## config.mk

```make
export PLATFORM = sky130hd
export DESIGN_NAME = opcu_ctrl
export DESIGN_NICKNAME = d
export VERILOG_FILES = /design/src/rtl/opcu_pkg.sv /design/src/rtl/opcu_rd_lane.sv /design/src/rtl/opcu_wr_lane.sv /design/src/rtl/opcu_compute.sv /design/src/rtl/opcu_ctrl.sv
export SDC_FILE = /design/constraint.sdc
export NUM_CORES = 1
export LEC_CHECK = 0
export ABC_CLOCK_PERIOD_IN_PS = 3150
export CAP_MARGIN = 20
export CORE_ASPECT_RATIO = 1.5
export CORE_MARGIN = 4
export CORE_UTILIZATION = 35
export DETAILED_ROUTE_END_ITERATION = 7
export PLACE_DENSITY = 0.64
export SYNTH_ARGS = -nofsm -noshare
export SYNTH_HDL_FRONTEND = slang
export SYNTH_SLANG_ARGS = --single-unit
```

## constraint.sdc

```tcl
create_clock -name clk_i -period 3.15 [get_ports clk_i]
set_clock_uncertainty 0.2 [all_clocks]
set_input_delay 0.315 -clock clk_i [delete_from_list [all_inputs] [get_ports clk_i]]
set_output_delay 0.315 -clock clk_i [all_outputs]
set_load 0.03 [all_outputs]
```

## src/rtl/opcu_pkg.sv

```systemverilog
package opcu_pkg;
   // width of an exact sum of n operands of w bits each
   function automatic int sum_width(input int n, input int w);
      return w + ((n > 1) ? $clog2(n) : 0);
   endfunction
endpackage

```

## src/rtl/opcu_rd_lane.sv

```systemverilog
module opcu_rd_lane #(
   parameter int DATA_W = 16
) (
   input  logic              clk_i,
   input  logic              rst_ni,
   input  logic              arm_i,
   input  logic              need_i,
   input  logic              busy_i,
   input  logic              go_i,
   input  logic [DATA_W-1:0] data_i,
   output logic              req_o,
   output logic              done_o,
   output logic              take_o,
   output logic [DATA_W-1:0] opnd_o
);
   logic pend_q;

   assign req_o  = pend_q & busy_i;
   assign take_o = go_i & req_o;
   assign done_o = ~pend_q;

   always_ff @(posedge clk_i or negedge rst_ni) begin
      if (!rst_ni) begin
         pend_q <= 1'b0;
         opnd_o <= '0;
      end else if (arm_i) begin
         pend_q <= need_i;
         opnd_o <= '0;
      end else if (take_o) begin
         pend_q <= 1'b0;
         opnd_o <= data_i;
      end
   end

   AST_RD_DROP: assert property (@(posedge clk_i) disable iff (!rst_ni)
      (req_o && go_i) |=> !req_o);
   AST_RD_HOLD: assert property (@(posedge clk_i) disable iff (!rst_ni)
      (req_o && !go_i) |=> req_o);
   AST_RD_IGNORE: assert property (@(posedge clk_i) disable iff (!rst_ni)
      (!req_o && !arm_i) |=> $stable(opnd_o));
endmodule

```

## src/rtl/opcu_wr_lane.sv

```systemverilog
module opcu_wr_lane (
   input  logic clk_i,
   input  logic rst_ni,
   input  logic arm_i,
   input  logic need_i,
   input  logic open_i,
   input  logic go_i,
   output logic req_o,
   output logic left_o
);
   logic pend_q;
   logic take;

   assign req_o  = pend_q & open_i;
   assign take   = go_i & req_o;
   assign left_o = pend_q & ~take;

   always_ff @(posedge clk_i or negedge rst_ni) begin
      if (!rst_ni)     pend_q <= 1'b0;
      else if (arm_i)  pend_q <= need_i;
      else if (take)   pend_q <= 1'b0;
   end

   AST_WR_DROP: assert property (@(posedge clk_i) disable iff (!rst_ni)
      (req_o && go_i) |=> !req_o);
   AST_WR_HOLD: assert property (@(posedge clk_i) disable iff (!rst_ni)
      (req_o && !go_i) |=> req_o);
endmodule

```

## src/rtl/opcu_compute.sv

```systemverilog
module opcu_compute #(
   parameter int N_RD   = 3,
   parameter int N_WR   = 2,
   parameter int DATA_W = 16
) (
   input  logic [N_RD*DATA_W-1:0] opnd_i,
   output logic [N_WR*DATA_W-1:0] res_o
);
   import opcu_pkg::*;
   localparam int SUM_W = sum_width(N_RD, DATA_W);
   localparam int CY_W  = SUM_W - DATA_W;

   logic [SUM_W-1:0]  total;
   logic [DATA_W-1:0] parity;

   always_comb begin
      total  = '0;
      parity = '0;
      for (int i = 0; i < N_RD; i++) begin
         total  = total + SUM_W'(opnd_i[i*DATA_W +: DATA_W]);
         parity = parity ^ opnd_i[i*DATA_W +: DATA_W];
      end
   end

   for (genvar j = 0; j < N_WR; j++) begin : g_res
      if (j == 0) begin : g_sum
         assign res_o[j*DATA_W +: DATA_W] = total[DATA_W-1:0];
      end else if (j == 1) begin : g_carry
         if (CY_W == 0) begin : g_nocy
            assign res_o[j*DATA_W +: DATA_W] = '0;
         end else begin : g_cy
            assign res_o[j*DATA_W +: DATA_W] = DATA_W'(total[SUM_W-1:DATA_W]);
         end
      end else begin : g_xor
         assign res_o[j*DATA_W +: DATA_W] = parity;
      end
   end
endmodule

```

## src/rtl/opcu_ctrl.sv

```systemverilog
module opcu_ctrl #(
   parameter int DATA_W = 16,
   parameter int N_RD   = 3,
   parameter int N_WR   = 2
) (
   input  logic                     clk_i,
   input  logic                     rst_ni,
   input  logic                     issue_i,
   input  logic [N_RD-1:0]          rd_need_i,
   input  logic [N_WR-1:0]          wr_need_i,
   input  logic [N_RD-1:0]          rd_go_i,
   input  logic [N_RD*DATA_W-1:0]   rd_data_i,
   input  logic [N_WR-1:0]          wr_go_i,
   output logic                     busy_o,
   output logic [N_RD-1:0]          rd_req_o,
   output logic [N_WR-1:0]          wr_req_o,
   output logic                     rd_rel_o,
   output logic [N_WR*DATA_W-1:0]   res_o
);
   import opcu_pkg::*;
   localparam int CY_W = sum_width(N_RD, DATA_W) - DATA_W;

   if (DATA_W < 1 || N_RD < 1 || N_WR < 1) begin : g_bad_size
      $error("opcu_ctrl: DATA_W, N_RD and N_WR must be positive");
   end
   if (CY_W > DATA_W) begin : g_bad_carry
      $error("opcu_ctrl: carry does not fit in one result lane");
   end

   logic                   busy_q, rel_q;
   logic                   arm;
   logic                   reads_done, writes_clear;
   logic [N_RD-1:0]        rd_done, rd_take;
   logic [N_WR-1:0]        wr_left;
   logic [N_RD*DATA_W-1:0] opnd;

   assign arm = issue_i & ~busy_q;

   for (genvar i = 0; i < N_RD; i++) begin : g_rd
      opcu_rd_lane #(.DATA_W(DATA_W)) u_lane (
         .clk_i  (clk_i),
         .rst_ni (rst_ni),
         .arm_i  (arm),
         .need_i (rd_need_i[i]),
         .busy_i (busy_q),
         .go_i   (rd_go_i[i]),
         .data_i (rd_data_i[i*DATA_W +: DATA_W]),
         .req_o  (rd_req_o[i]),
         .done_o (rd_done[i]),
         .take_o (rd_take[i]),
         .opnd_o (opnd[i*DATA_W +: DATA_W])
      );
   end

   assign reads_done = &rd_done;

   for (genvar j = 0; j < N_WR; j++) begin : g_wr
      opcu_wr_lane u_lane (
         .clk_i  (clk_i),
         .rst_ni (rst_ni),
         .arm_i  (arm),
         .need_i (wr_need_i[j]),
         .open_i (busy_q & reads_done),
         .go_i   (wr_go_i[j]),
         .req_o  (wr_req_o[j]),
         .left_o (wr_left[j])
      );
   end

   assign writes_clear = ~|wr_left;

   opcu_compute #(.N_RD(N_RD), .N_WR(N_WR), .DATA_W(DATA_W)) u_calc (
      .opnd_i (opnd),
      .res_o  (res_o)
   );

   always_ff @(posedge clk_i or negedge rst_ni) begin
      if (!rst_ni) begin
         busy_q <= 1'b0;
         rel_q  <= 1'b0;
      end else begin
         if (arm)                                         busy_q <= 1'b1;
         else if (busy_q && reads_done && writes_clear)   busy_q <= 1'b0;
         if (|rd_take)                                    rel_q  <= 1'b1;
         else if (!busy_q && !(|rd_go_i))                 rel_q  <= 1'b0;
      end
   end

   assign busy_o   = busy_q;
   assign rd_rel_o = rel_q;

   AST_WR_GATED: assert property (@(posedge clk_i) disable iff (!rst_ni)
      (|wr_req_o) |-> (rd_req_o == '0));
   AST_BUSY_FALL: assert property (@(posedge clk_i) disable iff (!rst_ni)
      $fell(busy_o) |-> (rd_req_o == '0 && wr_req_o == '0));
   AST_ISSUE_BUSY: assert property (@(posedge clk_i) disable iff (!rst_ni)
      (busy_o && issue_i && (|rd_req_o)) |=> busy_o);
   AST_REL_RISE: assert property (@(posedge clk_i) disable iff (!rst_ni)
      (|(rd_go_i & rd_req_o)) |=> rd_rel_o);
   AST_REL_FALL: assert property (@(posedge clk_i) disable iff (!rst_ni)
      (!busy_o && rd_go_i == '0) |=> !rd_rel_o);
   AST_IDLE_QUIET: assert property (@(posedge clk_i) disable iff (!rst_ni)
      !busy_o |-> (rd_req_o == '0 && wr_req_o == '0));
endmodule

```

== Yosys cells after proc, flatten, opt, wreduce, memory -nomap -nowiden ==
Index checks and enable logic that the tools add are counted.

* Bits of input ports: 61
* Output and inout bits: 39
* Register bits: 55
* Word-level logic and storage cells: 69

* Bitwise operators: 20
* Add/sub/neg operators: 2
* Multiplexer cells: 20
* Reductions and logical operators: 17

{| class="wikitable"
|+ Operator list
! operator !! count
|-
| $mux 16 || 6
|-
| $add 18x16->18 || 1
|-
| $add 16x16->17 || 1
|-
| $and 1x1->1 || 14
|-
| $mux 1 || 14
|-
| $reduce_bool 2->1 || 7
|-
| $not 1->1 || 6
|-
| $reduce_or 3->1 || 2
|-
| $logic_and 1x1->1 || 3
|-
| $logic_not 1->1 || 3
|-
| $reduce_and 3->1 || 1
|-
| $reduce_or 2->1 || 1
|}

== Depth between registers and ports, before layout ==
Gate-level depths: netlist of the first run.

* Depth after elaboration: 12
* Mapped depth: 10
* Depth with buffers taken out: 10

== Cells and area by module ==
From an unflattened synthesis of the first run, not the netlist that was laid out.

* Cells, all modules: 394
* Area, all modules: 4102.7 µm²

{| class="wikitable"
|+ By module, submodules not included
! module !! cells an instance !! instances !! area each (µm²)
|-
| opcu_rd_lane || 76 || 3 || 863.3
|-
| opcu_compute || 148 || 1 || 1281.2
|-
| opcu_wr_lane || 4 || 2 || 62.6
|-
| opcu_ctrl || 10 || 1 || 106.4
|}

== Least setup slack after synthesis of the first run ==
OpenSTA, ideal clock, no wires.

* Kind: reg2out
* Start: register g_rd[0].u_lane.opnd_o[1]
* End: output res_o[15]
* Slack: -0.423 ns
* Data required time: 2.635 ns
* Stages on the path, launching flop included: 8
* Arrival time: 3.058 ns
* Path buffers: 0
* Path through: dfrtp_1 fa_1 ha_1 fa_1 a21o_1 a221oi_2 o31ai_1 nor4_1

* Longest elaborated chain between the ends: 2

{| class="wikitable"
|+ RTL lines
! element !! RTL line !! text
|-
| start: declaration || opcu_rd_lane.sv:14 || <nowiki>output logic [DATA_W-1:0] opnd_o</nowiki>
|-
| start signal: assignment || opcu_rd_lane.sv:31 || <nowiki>opnd_o <= data_i;</nowiki>
|-
| $add 16x16->17 || opcu_compute.sv:20 || <nowiki>total = total + SUM_W'(opnd_i[i*DATA_W +: DATA_W]);</nowiki>
|-
| $add 18x16->18 || opcu_compute.sv:20 ||
|-
| end: declaration || opcu_ctrl.sv:18 || <nowiki>output logic [N_WR*DATA_W-1:0] res_o</nowiki>
|}

Every way passes these cells.

== Final worst setup path of the first run ==
* Start: register g_rd[0].u_lane.opnd_o[1]
* End: output res_o[13]

The elaborated chain is that of the path after synthesis.

==> impl_metrics.ini, run 1 <==
[drt]
vias_per_cell = 4.97
vias = 3092
post-route-drc-count = 0
drt_iter0_markers = 144
first_pass_iters = 4
post_drt_wl_per_cell_um = 14.7
drt-total-wl_um = 9170
antenna_violating_nets_post_route = 0

[setup_path]
timing.critical_path.max_delay_family = adder cells
worst-path-max-fanout = 2
slowest_stage = fa_1
critical_path_required_ps = 2630
crit_path_cell_trace = fa_1 > ha_2 > fa_2 > a21o_1 > a221oi_4 > nor2_2 > buf_4 > or4b_1 > nand4_1 > buf_6
worst_ep_arrival_time_ps = 3140
critPathKind = flop to primary output
worstPathBufferInverterCount = 2
crit_path_capture_type = primary output
critical_path.startpoint_type = flop
delay_contributed_by_the_slowest_stage_of_the_critical_path_ps = 480

[timing]
setup_repair_after_global_routing_missed_its_margin = true
timing.slew.headroom_pct = 39.5
timing_max_transition_violations_final = 0
layout_worst_path_cycle_share_pct = 116
worst_slew_pin_slew_ps = 907
min_period_ps = 3650
setup-violations-final = 11
fmaxAchievable_ghz = 0.274
worst_slack_ps = -501
fin_setup_tns_ps = -2570
finalHoldViolCount = 0

[global_routing]
antenna_found_initial = 0
grt_pass1_wl_um = 15300
first_global_vias = 3278
grt_max_degree = 56
globalRoute.totalOverflow = 0
grtUsageTotal_pct = 16.2

[power_and_ir_drop]
power_leakage_uw = 0.00226
vdd.ir_drop.worst_v = 0.000538
pwr_density_cell_nw_per_um2 = 1280
total_power_uw = 6360

[synthesis]
ys_dominant_reg_cell = dfrtp_1
postSynth.asyncResetShare_pct = 100
post-synth-top-count-cell = nand2_1
ys_seq_area_share_pct = 39.1
yosysWarningCount = 0
synthTopCellsByArea = dfrtp_1, nand2_1, fa_1
synth_seq_cells = 55
most_common_library_cells_after_synthesis = nand2_1, dfrtp_1, o21ai_0
synth_area_sq_um = 3520
synthesis.instances = 399
post_synth.cell_area_avg_sq_um = 8.82
synth_largest_type_area_fraction_pct = 39.1
yosys.cell_types.count = 49
synth_edf_count = 0
synth.largest_area_cell = dfrtp_1

[floorplanning]
initial_utilization_pct = 36.1
core_area_sq_um = 9740
floorplan.die_area_sq_um = 11800
die-height_um = 131
floorplan.io_pins = 100
die-width_um = 89.9
row_count = 44

[clock_network]
cts.clk_slew.worst_paths_ps = 60
tritoncts = built
tritoncts.num_buffers = 5
cts_max_path_buffers = 2
skew_pair_late_insertion_delay_ps = 290
tritoncts_num_sinks = 55
clock_tree.htree_level_count = 2
root_buffer = clkbuf_16

[cells_and_area]
synthToLayoutAreaGrowth_pct = 41.0
num-fill-cells = 926
post_route_cells_drive_above_1_share_pct = 18.5
antenna_cells_inserted = 0
nets = 599

[worst_hold_path]
worstHoldPathType = flop to flop

[placement]
gp_congestion = 0.801
detailed_place_hpwl_um = 7000
numPortBuffers = 85
place_worst_setup_slack_ps = -309

[status]
violations = setup timing
result_of_the_run = finished, violations left

[flow_run]
maxcap_violations = 0
==> worst min-delay path: cells and delay by family, from the launching register on <==
kind | cells | cell delay [ps]
DFF | 1 | 360
and+or+nand+nor | 2 | 130
==> report_power, final <==
part,switching (uW),total [uW],internal [uW]
logic,2560,4630,2070
registers,210,1200,986
clock network,239,533,294
total,3010,6360,3350
==> metrics by stage <==
stage                     utilization [%]  hold slack, ps  std cells  instance area [sq um]
after floorplan                         -            -181        412                   3600
after global placement               47.0             283        605                   4580
after global routing                 50.9             365        622                   4960
after CTS                            50.6             332        621                   4930
final                                50.9             325        622                   4960
after detailed placement             47.0             294        605                   4580
==> final cells by class <==
cell class                      count  area [sq um]  share of cell area [%]
Clock buffer                        7           133                    2.67
Clock inverter                      1          5.00                   0.101
Inverter                           14          52.6                    1.06
Multi-Input combinational cell    304          2110                    42.6
Sequential cell                    55          1380                    27.7
Tap cell                          115           144                    2.90
Timing Repair Buffer              126          1140                    23.0
==> worst paths after layout <==
path | depth (start not counted) | slack [ps] | start | to
min | 2 | 330 | g_wr[1].u_lane.pend_q$_DFFE_PN0P_ | g_wr[1].u_lane.pend_q$_DFFE_PN0P_
max reg2reg | 4 | 1220 | busy_o$_DFFE_PN0P_ | g_rd[1].u_lane.opnd_o[11]$_DFFE_PN0P_
max | 10 | -500 | g_rd[0].u_lane.opnd_o[1]$_DFFE_PN0P_ | res_o[13]
min in group asynchronous | 3 | 500 | rst_ni | rd_rel_o$_DFFE_PN0P_
min reg2reg | 2 | 330 | g_wr[1].u_lane.pend_q$_DFFE_PN0P_ | g_wr[1].u_lane.pend_q$_DFFE_PN0P_
max in group asynchronous | 3 | 1780 | rst_ni | g_rd[0].u_lane.opnd_o[6]$_DFFE_PN0P_
==> state kept, by name, indices dropped and copies added (netlist names) <==
register            count
g_rd.u_lane.opnd_o     48
g_wr.u_lane.pend_q      2
rd_rel_o                1
busy_o                  1
g_rd.u_lane.pend_q      3
==> cell usage in the layout, fill, tap and decap left out, types with 3 or more instances in the layout <==
cell	count
nand2b_1	4
clkbuf_16	5
o31ai_1	7
a21o_1	6
nor2_1	10
o21ai_0	48
nand3_1	5
and2_1	5
a21oi_1	9
xnor2_1	5
dfrtp_1	55
ha_4	4
and3_1	4
clkdlybuf4s50_1	68
ha_1	9
conb_1	14
inv_1	14
fa_1	15
nand2_1	106
o21a_1	3
nor3_1	4
buf_6	6
buf_4	47
==> what timing repair did <==
item | 4_1_cts | 5_1_grt
buffers inserted | 9 | 3
pin swaps | 20 | 17
endpoints found under the setup margin | 13 | 15
cloned | 0 | 0
hold endpoints to repair | 55 | 0
hold buffers | 1 | 0
resized for setup | 32 | 14
==> logic make-up (layout without fill, tap and decap cells) <==
group / count (synthesis) / count (layout) / synth area share, %
buffers and inverters: 53 / 148 / 7.79
flip-flops: 55 / 55 / 39.1
AND/OR/NAND/NOR: 158 / 158 / 20.2
XOR/XNOR: 8 / 8 / 1.99
other: 1 / 14 / 0.107
adder cells (fa/ha/maj): 32 / 32 / 15.0
AO/OA/AOI/OAI: 92 / 92 / 15.8
==> layer usage <==
metal,track usage (%),vias up,part of all wire [%],wire (um)
li1,-,1521,-,-
met4,6.22,0,2.2,205
met2,29.4,76,52,4760
met3,2.92,14,4.1,379
met1,19.2,1481,42,3830
met5,0,-,0,0
(Power assumes the default switching activity.)
==> inputs of run 2 (changes only) <==
--- a/config.mk
+++ b/config.mk
@@ -11,7 +11,7 @@
 export CORE_MARGIN = 4
 export CORE_UTILIZATION = 35
 export DETAILED_ROUTE_END_ITERATION = 7
-export PLACE_DENSITY = 0.64
+export PLACE_DENSITY = 0.62
 export SYNTH_ARGS = -nofsm -noshare
 export SYNTH_HDL_FRONTEND = slang
 export SYNTH_SLANG_ARGS = --single-unit
==> impl_metrics.ini, run 2 (synthesis results as in run 1) <==
[status]
result_of_the_run = finished, violations left
violations = setup timing

[drt]
met2WireLength_um = 4930
drt_iter0_markers = 154
met3_length_um = 395
met1Wirelength_um = 3830
highest-signal-layer = met4
antenna_violating_nets_post_route = 0
drt-total-wl_um = 9340
post-route-drc-count = 0
vias_per_cell = 4.95
post_drt_wl_per_cell_um = 15.2
vias = 3051
first_pass_iters = 4

[flow_run]
maxcap_violations = 0

[timing]
fin_setup_tns_ps = -2910
finalHoldViolCount = 0
setup_repair_after_global_routing_missed_its_margin = true
worst_slew_pin_slew_ps = 812
timing.slew.headroom_pct = 45.7
setup-violations-final = 11
worst_slack_ps = -428
timing_max_transition_violations_final = 0
layout_worst_path_cycle_share_pct = 114
min_period_ps = 3580
fmaxAchievable_ghz = 0.279

[setup_path]
register_to_register_setup_slack_ps = 1190
worst_ep_arrival_time_ps = 3060
r2r_cells = 3
worst-path-max-fanout = 2
crit_path_capture_type = primary output
critical_path.reg2reg.startpoint = busy_o$_DFFE_PN0P_
worst_r2r_endpoint = g_rd[1].u_lane.opnd_o[14]$_DFFE_PN0P_
critPathKind = flop to primary output
critical_path_required_ps = 2630
critical_path.startpoint_type = flop

[power_and_ir_drop]
power_share_of_the_combinational_group_pct = 72.0
netSwitchingFraction_pct = 47.2
power_switching_uw = 3010
vdd.ir_drop.worst_v = 0.000486
power_leakage_uw = 0.00224
internal_power_uw = 3370
total_power_uw = 6380
power.share.clock_pct = 9.2
pwr_density_cell_nw_per_um2 = 1300
part_of_the_power_in_registers_pct = 18.9

[global_routing]
first_global_vias = 3272
globalRoute.totalOverflow = 0
grt_pass1_wl_um = 15500
grt_max_degree = 46
grtUsageTotal_pct = 16.6
antenna_found_initial = 0

[floorplanning]
die-width_um = 89.9
initial_utilization_pct = 36.1
core_area_sq_um = 9740
floorplan.io_pins = 100
die-height_um = 131
floorplan.die_area_sq_um = 11800
row_count = 44

[placement]
gp_congestion = 0.833
numPortBuffers = 85
place_worst_setup_slack_ps = -122
dp_cells = 596
detailed_place_hpwl_um = 7170

[worst_hold_path]
worstHoldPathType = flop to flop
timing.hold.worst.start = rd_rel_o$_DFFE_PN0P_
worst_hold_endpoint = rd_rel_o$_DFFE_PN0P_
min_path_cells = 2

[cells_and_area]
synthToLayoutAreaGrowth_pct = 40.0
largest_register_ffs = 48
final_common_cell = nand2_1
layout.cells.most_common_list = nand2_1, clkdlybuf4s50_1, dfrtp_1
top_register = g_rd.u_lane.opnd_o
reg_top3 = g_rd.u_lane.opnd_o: 48 flops, g_rd.u_lane.pend_q: 3 flops, g_wr.u_lane.pend_q: 2 flops
nets = 593
post_route_cells_drive_above_1_share_pct = 16.4
antenna_cells_inserted = 0
final_cell_count_no_fill = 616

[clock_network]
root_buffer = clkbuf_16
cts_max_path_buffers = 2
clock_tree.htree_level_count = 2
skew_pair_late_insertion_delay_ps = 290
tritoncts = built
tritoncts_num_sinks = 55
tritoncts.num_buffers = 5
cts.clk_slew.worst_paths_ps = 70
[run 2: power by group through the flow]
| stage | clock network [uW] | logic [uW] | registers [uW] |
|---|---|---|---|
| floorplan | 0 | 2750 | 1180 |
| global placement | 0 | 4180 | 1200 |
| detailed placement | 0 | 4240 | 1210 |
| CTS | 601 | 4570 | 1200 |
| global route | 628 | 5020 | 1240 |
| finish | 584 | 4590 | 1200 |
[run 2: what timing repair did]
action                                 4_1_cts  5_1_grt
setup endpoints to repair                   13       12
resized for setup                           27        9
hold buffers                                 1        0
endpoints found under the hold margin       26        0
cloned                                       0        0
pin swaps                                   20       10
buffers inserted                             6        6
[run 2: how the worst max path moves through the flow]
stage | cells after the start | endpoint | slack [ps] | startpoint
after CTS | 9 | res_o[13] | -450 | g_rd[0].u_lane.opnd_o[1]$_DFFE_PN0P_
after floorplan | 8 | res_o[13] | -50 | g_rd[0].u_lane.opnd_o[1]$_DFFE_PN0P_
after detailed placement | 9 | res_o[13] | -120 | g_rd[0].u_lane.opnd_o[1]$_DFFE_PN0P_
final | 9 | res_o[13] | -430 | g_rd[0].u_lane.opnd_o[1]$_DFFE_PN0P_
after global routing | 9 | res_o[13] | -550 | g_rd[0].u_lane.opnd_o[1]$_DFFE_PN0P_
after global placement | 9 | res_o[13] | -110 | g_rd[0].u_lane.opnd_o[1]$_DFFE_PN0P_
[run 2: final cells by class]
| type | count | area (sq um) |
|---|---|---|
| Fill cell | 937 | 4820 |
| Clock buffer | 8 | 156 |
| Inverter | 14 | 52.6 |
| Tap cell | 115 | 144 |
| Sequential cell | 55 | 1380 |
| Timing Repair Buffer | 120 | 1120 |
| Multi-Input combinational cell | 304 | 2070 |
[run 2: routing by layer]
metal | global-route usage, % | vias to the layer above
met5 | 0 | -
met2 | 30.4 | 80
met1 | 19.3 | 1445
met4 | 6.13 | 0
li1 | - | 1514
met3 | 3.21 | 12
[run 2: through the flow]
| step | util (%) | hold WS, ps | cell area [sq um] |
|---|---|---|---|
| 2_1_floorplan | - | -181 | 3600 |
| 3_3_place_gp | 46.4 | 154 | 4520 |
| 3_5_place_dp | 46.4 | 164 | 4520 |
| 4_1_cts | 49.8 | 302 | 4860 |
| 5_1_grt | 50.5 | 318 | 4920 |
| 6_report | 50.5 | 296 | 4920 |
[run 2: worst max-delay path, stage by stage (launching register included)]
cell,delay (ps)
dfrtp_1,410
fa_1,490
ha_2,200
fa_2,360
a21o_1,210
a221oi_4,280
nor2_2,80
or4b_1,480
nand4_1,140
buf_12,140
==> inputs of run 3 (changes only) <==
--- a/config.mk
+++ b/config.mk
@@ -11,7 +11,9 @@
 export CORE_MARGIN = 4
 export CORE_UTILIZATION = 35
 export DETAILED_ROUTE_END_ITERATION = 7
+export MAX_ROUTING_LAYER = met4
 export PLACE_DENSITY = 0.62
+export SLEW_MARGIN = 20
 export SYNTH_ARGS = -nofsm -noshare
 export SYNTH_HDL_FRONTEND = slang
 export SYNTH_SLANG_ARGS = --single-unit
==> impl_metrics.ini, run 3 (synthesis results as in run 1) <==
[drt]
post_drt_wl_per_cell_um = 15.2
drt-total-wl_um = 9380
vias_per_cell = 4.98
drt_iter0_markers = 148
vias = 3070
first_pass_iters = 4
post-route-drc-count = 0
antenna_violating_nets_post_route = 0

[clock_network]
cts_max_path_buffers = 2
tritoncts = built
clock_tree.htree_level_count = 2
tritoncts.num_buffers = 5
root_buffer = clkbuf_16
skew_pair_late_insertion_delay_ps = 290
cts.clk_slew.worst_paths_ps = 70
tritoncts_num_sinks = 55

[setup_path]
slowest_stage = fa_1
critical_path.startpoint_type = flop
worst_r2r_endpoint = g_rd[1].u_lane.opnd_o[14]$_DFFE_PN0P_
critical_path.reg2reg.startpoint = busy_o$_DFFE_PN0P_
register_to_register_setup_slack_ps = 1200
worst_ep_arrival_time_ps = 3070
worst_setup_path_endpoint = res_o[13]
worst-path-max-fanout = 2
delay_contributed_by_the_slowest_stage_of_the_critical_path_ps = 490
critPathLaunch = g_rd[0].u_lane.opnd_o[1]$_DFFE_PN0P_
critPathKind = flop to primary output
critical_path_cell_count = 9
crit_path_cell_trace = fa_1 > ha_2 > fa_2 > a21o_1 > a221oi_4 > nor2_2 > or4b_1 > nand4_1 > buf_12
r2r_cells = 3
worstPathBufferInverterCount = 1
crit_path_capture_type = primary output
critical_path_required_ps = 2630
timing.critical_path.max_delay_family = adder cells

[status]
violations = setup timing
result_of_the_run = finished, violations left

[floorplanning]
floorplan.io_pins = 100
core_area_sq_um = 9740
floorplan.die_area_sq_um = 11800
initial_utilization_pct = 36.1
row_count = 44
die-width_um = 89.9
die-height_um = 131

[global_routing]
grtUsageTotal_pct = 17.1
grt_max_degree = 46
globalRoute.totalOverflow = 0
antenna_found_initial = 0
grt_pass1_wl_um = 15500
first_global_vias = 3265

[timing]
layout_worst_path_cycle_share_pct = 114
worst_slack_ps = -435
worst_slew_pin_slew_ps = 812
timing.slew.headroom_pct = 45.8
min_period_ps = 3580
fmaxAchievable_ghz = 0.279
timing_max_transition_violations_final = 0
finalHoldViolCount = 0
whs_ps = 296
setup-violations-final = 11
setup_repair_after_global_routing_missed_its_margin = true

[power_and_ir_drop]
total_power_uw = 6370
power_leakage_uw = 0.00224
pwr_density_cell_nw_per_um2 = 1290
vdd.ir_drop.worst_v = 0.000488

[cells_and_area]
antenna_cells_inserted = 0
largest_register_ffs = 48
synthToLayoutAreaGrowth_pct = 40.0
final_common_cell = nand2_1
nets = 593
top_register = g_rd.u_lane.opnd_o
layout.cells.most_common_list = nand2_1, clkdlybuf4s50_1, dfrtp_1
post_route_cells_drive_above_1_share_pct = 16.4
post-route-util_pct = 50.5
final_cell_count_no_fill = 616
reg_top3 = g_rd.u_lane.opnd_o: 48 flops, g_rd.u_lane.pend_q: 3 flops, g_wr.u_lane.pend_q: 2 flops

[worst_hold_path]
worstHoldPathType = flop to flop

[flow_run]
maxcap_violations = 0

[placement]
dp_cells = 596
gp_congestion = 0.846
detailed_place_hpwl_um = 7170
numPortBuffers = 85
run 3: cell counts in the layout (fill, tap and decap cells not counted):
Identical to the previous run, type by type.
run 3: timing repair:
item                                   in CTS  in global routing
setup endpoints to repair                  13                 12
pin swaps                                  20                 10
endpoints found under the hold margin      26                  0
resized for setup                          27                  9
buffers inserted                            6                  6
hold buffers                                1                  0
run 3: how the worst min path moves through the flow:
stage | depth (start not counted) | end | start
6_report | 2 | rd_rel_o$_DFFE_PN0P_ | rd_rel_o$_DFFE_PN0P_
5_1_grt | 2 | rd_rel_o$_DFFE_PN0P_ | rd_rel_o$_DFFE_PN0P_
4_1_cts | 2 | rd_rel_o$_DFFE_PN0P_ | rd_rel_o$_DFFE_PN0P_
3_5_place_dp | 1 | g_rd[0].u_lane.opnd_o[13]$_DFFE_PN0P_ | rst_ni
3_3_place_gp | 1 | g_rd[0].u_lane.opnd_o[13]$_DFFE_PN0P_ | rst_ni
2_1_floorplan | 0 | busy_o$_DFFE_PN0P_ | rst_ni
run 3: per-stage QoR:
stage,worst slack [ps],area (sq um),setup TNS (ps)
CTS,-454,4860,-2880
global placement,-106,4520,-211
global route,-546,4920,-4260
finish,-435,4920,-3000
detailed placement,-122,4520,-235
floorplan,-46.6,3600,-46.6
run 3: cell type report:
type,count,area [sq um]
tap,115,144
sequential,55,1380
fill,937,4820
multi-input combinational,304,2070
clock buffer,8,156
timing repair buffer,120,1120
inverter,14,52.6
run 3: tightest hold or removal path, cell delays in order (launching register included):
cell and delay (ps):
dfrtp_1 350, o41ai_1 70, nand2_1 40
run 3: routing by layer:
layer	global-route usage (%)	up-vias	routed length [um]
li1	-	1514	-
met1	19.7	1450	3860
met2	30.3	94	4940
met3	2.81	12	387
met4	6.13	0	186
met5	-	-	0
run 3: power breakdown:
group	leakage, uW	total (uW)	switching (uW)	internal [uW]
clock network	0.0000772	581	242	339
registers	0.000722	1200	216	986
logic	0.00144	4590	2540	2050
total	0.00224	6370	3000	3370
